<file path="config.mk">
export PLATFORM = sky130hd
export DESIGN_NAME = blk_addr_ptr_unit
export DESIGN_NICKNAME = d
export VERILOG_FILES = /design/src/rtl/blk_ptr_pkg.sv /design/src/rtl/blk_ptr_reg.sv /design/src/rtl/blk_ptr_bank.sv /design/src/rtl/blk_addr_ptr_unit.sv
export SDC_FILE = /design/constraint.sdc
export NUM_CORES = 1
export LEC_CHECK = 0
export ABC_AREA = 1
export BUFFER_PORTS_ARGS = -buffer_cell sky130_fd_sc_hd__buf_4
export CAP_MARGIN = 25
export CORE_ASPECT_RATIO = 1.4
export CORE_MARGIN = 5
export CORE_UTILIZATION = 56
export DETAILED_ROUTE_END_ITERATION = 12
export PLACE_DENSITY_LB_ADDON = 0.05
export SYNTH_ARGS = -nofsm -noshare
export SYNTH_HDL_FRONTEND = slang
export SYNTH_SLANG_ARGS = --single-unit
</file>
<file path="constraint.sdc">
create_clock -name clk -period 3.4 [get_ports clk]
set_clock_uncertainty 0.05 [all_clocks]
set_input_delay 0.68 -clock clk [delete_from_list [all_inputs] [get_ports clk]]
set_output_delay 0.68 -clock clk [all_outputs]
set_load 0.02 [all_outputs]
</file>
<file path="src/rtl/blk_ptr_pkg.sv">
// Package: shared helpers for the strided pointer unit.
// Assumes: counts passed in are at least 1.
package blk_ptr_pkg;
    // Width of an index able to name n items, never below one bit.
    function automatic int idx_bits(input int n);
        return (n <= 1) ? 1 : $clog2(n);
    endfunction

    // Larger of two counts, used to size a shared index field.
    function automatic int max2(input int a, input int b);
        return (a > b) ? a : b;
    endfunction
endpackage

</file>
<file path="src/rtl/blk_ptr_reg.sv">
// Module: one pointer, made of a root register and a walk register.
// Its address is root + walk. A root load clears the walk and takes priority.
// A manual step and an auto step may both land in one cycle and are summed.
// Assumes: all sums wrap at ADDR_W bits.
module blk_ptr_reg #(
    parameter int ADDR_W = 8,
    parameter logic [ADDR_W-1:0] STRIDE = 1
) (
    input  logic              clk,
    input  logic              rst_n,
    input  logic              set_i,
    input  logic              inc_i,
    input  logic              auto_i,
    input  logic [ADDR_W-1:0] data_i,
    output logic [ADDR_W-1:0] addr_o
);
    logic [ADDR_W-1:0] root_q;
    logic [ADDR_W-1:0] walk_q;
    logic [ADDR_W-1:0] step;

    // Sum the manual and fixed step amounts requested this cycle.
    always_comb begin
        step = '0;
        if (inc_i)  step = step + data_i;
        if (auto_i) step = step + STRIDE;
    end

    // Update the root and walk registers; a root load wins over any step.
    always_ff @(posedge clk) begin
        if (!rst_n) begin
            root_q <= '0;
            walk_q <= '0;
        end else if (set_i) begin
            root_q <= data_i;
            walk_q <= '0;
        end else if (inc_i || auto_i) begin
            walk_q <= walk_q + step;
        end
    end

    // Form the pointer's base address.
    always_comb addr_o = root_q + walk_q;
endmodule

</file>
<file path="src/rtl/blk_ptr_bank.sv">
// Module: a bank of NUM pointers serving one memory port.
// It decodes control and auto-step strobes to the named pointer. It also
// selects that pointer's address and adds the operand displacement.
// Assumes: STRIDES packs the stride of pointer i at bits [i*ADDR_W +: ADDR_W].
// An index at or above NUM matches no pointer.
module blk_ptr_bank #(
    parameter int NUM    = 2,
    parameter int ADDR_W = 8,
    parameter int IDX_W  = 1,
    parameter logic [NUM*ADDR_W-1:0] STRIDES = {NUM{{{(ADDR_W-1){1'b0}}, 1'b1}}}
) (
    input  logic              clk,
    input  logic              rst_n,
    input  logic              ctl_sel,
    input  logic              ctl_set,
    input  logic              ctl_inc,
    input  logic [IDX_W-1:0]  ctl_idx,
    input  logic [ADDR_W-1:0] ctl_data,
    input  logic              acc_req,
    input  logic [IDX_W-1:0]  acc_idx,
    input  logic [ADDR_W-1:0] acc_ofs,
    input  logic              acc_auto,
    output logic [ADDR_W-1:0] acc_addr
);
    logic [NUM-1:0]    ctl_hit;
    logic [NUM-1:0]    auto_hit;
    logic [ADDR_W-1:0] ptr_addr [NUM];

    for (genvar g = 0; g < NUM; g++) begin : g_ptr
        assign ctl_hit[g]  = ctl_sel && (ctl_idx == IDX_W'(g));
        assign auto_hit[g] = acc_req && acc_auto && (acc_idx == IDX_W'(g));

        blk_ptr_reg #(
            .ADDR_W (ADDR_W),
            .STRIDE (STRIDES[g*ADDR_W +: ADDR_W])
        ) u_ptr (
            .clk    (clk),
            .rst_n  (rst_n),
            .set_i  (ctl_hit[g] && ctl_set),
            .inc_i  (ctl_hit[g] && ctl_inc),
            .auto_i (auto_hit[g]),
            .data_i (ctl_data),
            .addr_o (ptr_addr[g])
        );
    end

    // Pick the named pointer (zero when out of range) and add the displacement.
    always_comb begin
        acc_addr = acc_ofs;
        for (int i = 0; i < NUM; i++) begin
            if (acc_idx == IDX_W'(i)) acc_addr = ptr_addr[i] + acc_ofs;
        end
    end
endmodule

</file>
<file path="src/rtl/blk_addr_ptr_unit.sv">
// Module: top of the strided address pointer unit.
// It holds one bank of read pointers and one bank of write pointers and
// routes the shared control instruction to the bank picked by ctl_is_wr.
// Assumes: memory depth is 2**ADDR_W. Both banks share one index width,
// sized for the larger bank.
module blk_addr_ptr_unit #(
    parameter int NUM_RD = 2,
    parameter int NUM_WR = 3,
    parameter int ADDR_W = 8,
    parameter int IDX_W  = blk_ptr_pkg::idx_bits(blk_ptr_pkg::max2(NUM_RD, NUM_WR)),
    parameter logic [NUM_RD*ADDR_W-1:0] RD_STRIDE = 16'h0801,
    parameter logic [NUM_WR*ADDR_W-1:0] WR_STRIDE = 24'h04_10_01
) (
    input  logic              clk,
    input  logic              rst_n,
    input  logic              ctl_set,
    input  logic              ctl_inc,
    input  logic              ctl_is_wr,
    input  logic [IDX_W-1:0]  ctl_idx,
    input  logic [ADDR_W-1:0] ctl_data,
    input  logic              rd_req,
    input  logic [IDX_W-1:0]  rd_idx,
    input  logic [ADDR_W-1:0] rd_ofs,
    input  logic              rd_auto,
    output logic [ADDR_W-1:0] rd_addr,
    input  logic              wr_req,
    input  logic [IDX_W-1:0]  wr_idx,
    input  logic [ADDR_W-1:0] wr_ofs,
    input  logic              wr_auto,
    output logic [ADDR_W-1:0] wr_addr
);
    blk_ptr_bank #(
        .NUM     (NUM_RD),
        .ADDR_W  (ADDR_W),
        .IDX_W   (IDX_W),
        .STRIDES (RD_STRIDE)
    ) u_rd_bank (
        .clk      (clk),
        .rst_n    (rst_n),
        .ctl_sel  (!ctl_is_wr),
        .ctl_set  (ctl_set),
        .ctl_inc  (ctl_inc),
        .ctl_idx  (ctl_idx),
        .ctl_data (ctl_data),
        .acc_req  (rd_req),
        .acc_idx  (rd_idx),
        .acc_ofs  (rd_ofs),
        .acc_auto (rd_auto),
        .acc_addr (rd_addr)
    );

    blk_ptr_bank #(
        .NUM     (NUM_WR),
        .ADDR_W  (ADDR_W),
        .IDX_W   (IDX_W),
        .STRIDES (WR_STRIDE)
    ) u_wr_bank (
        .clk      (clk),
        .rst_n    (rst_n),
        .ctl_sel  (ctl_is_wr),
        .ctl_set  (ctl_set),
        .ctl_inc  (ctl_inc),
        .ctl_idx  (ctl_idx),
        .ctl_data (ctl_data),
        .acc_req  (wr_req),
        .acc_idx  (wr_idx),
        .acc_ofs  (wr_ofs),
        .acc_auto (wr_auto),
        .acc_addr (wr_addr)
    );
endmodule

</file>
# Word-level counts from Yosys, hierarchy flattened
# Index checks and enable logic that the tools add are counted.
op_classes:
  eq_ne: 5
  n_mux: 15
  reduce_logical: 36
  n_bitwise: 1
  add_sub_neg: 20
ops:
  columns: ["operator", "count"]
  rows:
  - ["8-bit adder", 15]
  - ["8-bit 2-to-1 mux", 15]
  - ["1-bit logical AND", 22]
  - ["8-bit by 1-bit adder with 8-bit output (second input constant)", 2]
  - ["2-bit OR reduction", 5]
  - ["8-bit by 3-bit adder with 8-bit output (second input constant)", 1]
  - ["8-bit by 4-bit adder with 8-bit output (second input constant)", 1]
  - ["8-bit by 5-bit adder with 8-bit output (second input constant)", 1]
  - ["2-bit by 1-bit equality test with 1-bit output (second input constant)", 3]
  - ["2-bit zero test", 3]
  - ["1-bit logical OR", 5]
  - ["2-bit equality test (second input constant)", 2]
  - ["1-bit zero test", 1]
  - ["1-bit inverter", 1]
totals:
  word_cells: 87
  in_bits: 39
  reg_bits: 80
  out_inout_bits: 16

# Logic depth before layout (Yosys ltp)
depth:
  depth_word: 7
  ltp_mapped: 20
  mapped_depth_nobuf: 20

# Cells and area by module
# From an unflattened synthesis, not the netlist that was laid out.
unflattened:
  cells_unflattened: 1341
  hier_area_um2: 8849.7
by_module_without_submodules:
  columns: ["module", "seq_area_each_um2", "area_per_inst_um2", "cells_each", "instances"]
  rows:
  - ["blk_ptr_reg at u_rd_bank.g_ptr[0].u_ptr ...", 320.3, 1360.1, 194, 2]
  - ["blk_ptr_reg at u_wr_bank.g_ptr[2].u_ptr", 320.3, 1340.0, 190, 1]
  - ["blk_ptr_bank at u_wr_bank", 0.0, 1305.0, 223, 1]
  - ["blk_ptr_reg at u_rd_bank.g_ptr[1].u_ptr", 320.3, 1287.5, 188, 1]
  - ["blk_ptr_reg at u_wr_bank.g_ptr[1].u_ptr", 320.3, 1276.2, 186, 1]
  - ["blk_ptr_bank at u_rd_bank", 0.0, 917.1, 165, 1]
  - ["blk_addr_ptr_unit", 0.0, 3.8, 1, 1]

# Worst setup path before layout
# Ideal clock, no wire load.
synth_timing:
  kind: "input to output"
  start: "input rd_ofs[1]"
  end: "output rd_addr[7]"
  t_arrival_ns: 2.827
  path_buffers: 0
  path_slack_ns: -0.157
  cell_stages: 11
  required_ns: 2.670
  path_cell_list: "fa_1 ha_1 fa_1 nand3_1 nand2_1 nand2_1 nand2_1 a21oi_1 xnor2_1 nor2_1 o21ai_0"
synth_via:
  elab_chain_len: 3
  word_cells_on_any_way: 4
  cone_classes: "2 x add/sub; 2 x mux"
synth_rtl:
  columns: ["item", "line", "text"]
  rows:
  - ["start, declared", "blk_addr_ptr_unit.sv:23", "input logic [ADDR_W-1:0] rd_ofs,"]
  - ["8-bit adder", "blk_ptr_bank.sv:51", "if (acc_idx == IDX_W'(i)) acc_addr = ptr_addr[i] + acc_ofs;"]
  - ["8-bit 2-to-1 mux", "blk_ptr_bank.sv:51", null]
  - ["8-bit 2-to-1 mux (*)", "blk_ptr_bank.sv:51", null]
  - ["end, declared", "blk_addr_ptr_unit.sv:25", "output logic [ADDR_W-1:0] rd_addr,"]
# Mark *: on every way between the ends. The rest lies on a longest branch, timed or not.

# Worst setup path after layout
# Same ends and word-level chain as after synthesis.

==> out/qor.txt <==
Num ports -> 55
Worst-Skew Late Latency -> 350 ps
CTS tree -> built
Hold_buf cts -> 0
Final min period -> 3540 ps
Final HPWL DP -> 16300 um
Layout cells sized above 1 -> 21.1%
Slew margin rel. -> 62.0%
Clk slew on worst S/H paths -> 60 ps
RSZ-0062 raised after global routing -> yes
Seq cells post-synth -> 80
Total CTS buffers -> 9
Global route total overflow -> 0
Number of global-route vias before repair -> 6807
Fill cells -> 1154
Hold worst-path end -> u_wr_bank.g_ptr[0].u_ptr.root_q[3]$_SDFFE_PN0P_
CTS root buf -> clkbuf_16
Area of the multi-input gates -> 5460 um2
Antenna Nets Post-Route -> 0
Clock Power Share -> 34.6%
Synth Flop Type -> dfxtp_1
Die width -> 108 um
Int Pwr -> 0.00194 W
VDD IR max -> 0.224 mV
Final Max Slew Viols -> 0
Critical Path Sink Type -> output pin
Final #Nets -> 1287
Fmax -> 282 MHz
Worst-Margin Slew -> 568 ps
PD cells -> 314 nW/um2
Status -> complete, but fails checks
Pre-CTS setup slack -> -293 ps
HP Class -> flip-flop to flip-flop
Hold-critical path depth -> 2
DR pass1 iterations -> 5
Fraction of the yosys area taken by sequential cells -> 21.2%
Clock buffer depth -> 2
HP Start -> u_wr_bank.g_ptr[0].u_ptr.root_q[3]$_SDFFE_PN0P_
Synth-to-Final Area Change -> 21.3%
N_diodes -> 0
RR Endpoint -> u_wr_bank.g_ptr[0].u_ptr.walk_q[6]$_SDFFE_PP0P_
Met2 usage -> 47.3%
Worst EP required -> 2670 ps
Mux cell area share after synthesis -> 0.149%
Adder-cell share of the synthesized area -> 23.5%
Arrival time of the worst setup path -> 2810 ps
Sw frac -> 32.6%
Synthesized net count -> 1181
Synth Area in Compound Gates -> 17.4%
Violated checks -> negative setup slack
Vias per cell -> 5.33
Clock H-tree levels -> 3
LEAKAGE -> 4.49 nW
Register Area -> 1600 um2
Area share of and/or/nand/nor cells after synthesis -> 20.2%
Largest family of logic cells by synthesized area -> adder cells
First-pass GRT wire length -> 33000 um
Synth warn -> 0
Worst Setup SP -> rd_ofs[1]
Flop pwr share -> 35.3%
Post-synthesis xor/xnor area fraction -> 7.65%
Launch point of the worst reg-to-reg path -> u_wr_bank.g_ptr[0].u_ptr.walk_q[0]$_SDFFE_PP0P_
# DRC -> 0
Largest net degree at the start of global routing -> 38
GRT busiest layer -> met2
Final setup TNS -> -393 ps
Fin. Hold Viols -> 0
Mean post-synth cell area -> 7.36 um2
Fin Hold WS -> 415 ps
Critical path class -> primary input to output pin
Met1 Track Usage GR -> 29.4%
Die Ht -> 147 um
Final period util -> 104%
Final Setup Violations -> 4
Net Switching -> 0.000938 W
Fin util -> 68.9%
R2r setup slk -> 1370 ps
Setup crit start kind -> primary input
# rows -> 50
Max Cap Viol -> 0
Final WL -> 20500 um
Per-cell routed wire length -> 15.5 um
EDFF count, synth -> 0
Initial antenna violation count -> 0
GP Congestion -> 0.883
Effective utilization at floorplan -> 56.7%
Met3 Usage GRT -> 4.67%
Post-Syn Area -> 7560 um2
Unique masters post-synth -> 39
Number of port buffers -> 54
Setup slack after layout -> -143 ps
FFs w/ async S/R, synth -> 0%
Starting DRT DRC Count -> 233
Core footprint -> 13300 um2
Tot GR Track Use -> 26.4%
Reg2Reg Depth -> 11
CTS Sinks -> 80
Via count -> 7040
Cells after Synth -> 1027
Logic pwr share -> 30.1%
Die area -> 16000 um2
CP max FO -> 3
==> critical path: stages <==
cell     delay [ps]
buf_8           100
fa_1            540
ha_2            190
inv_2            40
fa_2            330
inv_2            80
nand2_4          70
a21oi_4         140
o21ai_2          70
nand2_1          70
a21oi_2          50
xnor2_1         140
nand2_1          90
o21ai_2          70
buf_6           130
==> power by group through the flow <==
stage	clock (W)	sequential [W]	combinational, W
final	0.000997	0.00102	0.000867
after global routing	0.00105	0.00102	0.000961
after CTS	0.00101	0.00102	0.000817
after detailed placement	0	0.00104	0.000771
after global placement	0	0.00104	0.000760
after floorplan	0	0.00102	0.000491
==> repair_timing <==
item | 4_1_cts | 5_1_grt
setup endpoints to repair | 7 | 12
pin swaps | 31 | 46
gates resized for setup | 42 | 54
hold endpoints to repair | 0 | 0
buffers inserted | 5 | 8
==> registers in the layout, summed over array words and instances, names as in the netlist <==
signal and count:
u_rd_bank.g_ptr.u_ptr.walk_q 16, u_wr_bank.g_ptr.u_ptr.walk_q 24, u_wr_bank.g_ptr.u_ptr.root_q 24, u_rd_bank.g_ptr.u_ptr.root_q 16
==> synthesized netlist by cell type (7+ instances only) <==
| cell type | count | share of area, % |
|---|---|---|
| nor2_4 | 11 | 1.6 |
| nor2_1 | 68 | 3.4 |
| fa_1 | 45 | 12 |
| a21oi_1 | 109 | 7.2 |
| inv_1 | 161 | 8.0 |
| buf_2 | 7 | 0.46 |
| nand4_1 | 10 | 0.83 |
| ha_1 | 70 | 12 |
| o21ai_0 | 105 | 7.0 |
| xnor2_1 | 29 | 3.4 |
| clkbuf_1 | 10 | 0.50 |
| o21bai_1 | 15 | 1.5 |
| dfxtp_1 | 80 | 21 |
| nand3_1 | 57 | 3.8 |
| nand2_2 | 9 | 0.74 |
| inv_2 | 9 | 0.45 |
| xor2_1 | 37 | 4.3 |
| nand2_1 | 150 | 7.4 |
==> cell families after synthesis <==
| group | Yosys count |
|---|---|
| AOI/OAI and AO/OA | 246 |
| xor gates and xnor gates | 66 |
| adders and majority gates | 115 |
| buffers and inverters | 192 |
| DFF | 80 |
| muxes | 1 |
| and+or+nand+nor | 327 |
==> placed cells by master (no fill, tap or decap), types with 29 or more instances in the layout <==
master,Yosys,routed
nor2_1,68,68
a21oi_1,109,100
fa_1,45,35
dfxtp_1,80,79
buf_4,2,102
inv_1,161,156
xnor2_1,29,29
nand3_1,57,50
nand2_1,150,140
ha_1,70,61
xor2_1,37,37
o21ai_0,105,89
==> worst max-delay path by stage <==
stage / end / cells after the start
after floorplan: wr_addr[7] / 15
after global placement: wr_addr[7] / 15
after detailed placement: wr_addr[7] / 15
after CTS: rd_addr[7] / 15
after global routing: wr_addr[7] / 15
final: rd_addr[7] / 15
==> area by class of cell <==
cell class | count | share of cell area, %
multi-input cells | 755 | 59.5
well taps | 182 | 2.48
repair buffers | 116 | 10.2
clock inverters | 4 | 0.573
inverters | 171 | 7.04
flip-flops and latches | 80 | 17.5
clock buffers | 12 | 2.69
==> through the flow <==
stage,cell area (um2),power [W],instances
after floorplan,7560,0.00151,1027
after global placement,8510,0.00180,1298
after detailed placement,8510,0.00181,1298
after CTS,8980,0.00284,1318
after global routing,9180,0.00303,1320
final,9180,0.00288,1320
==> metal layers <==
layer / wire length, um / part of all wire, %
met2: 10500 / 51
met5: 0 / 0
met1: 8130 / 40
met3: 860 / 4.2
met4: 1070 / 5.2
Note: power is estimated with default switching activity, not from simulation.
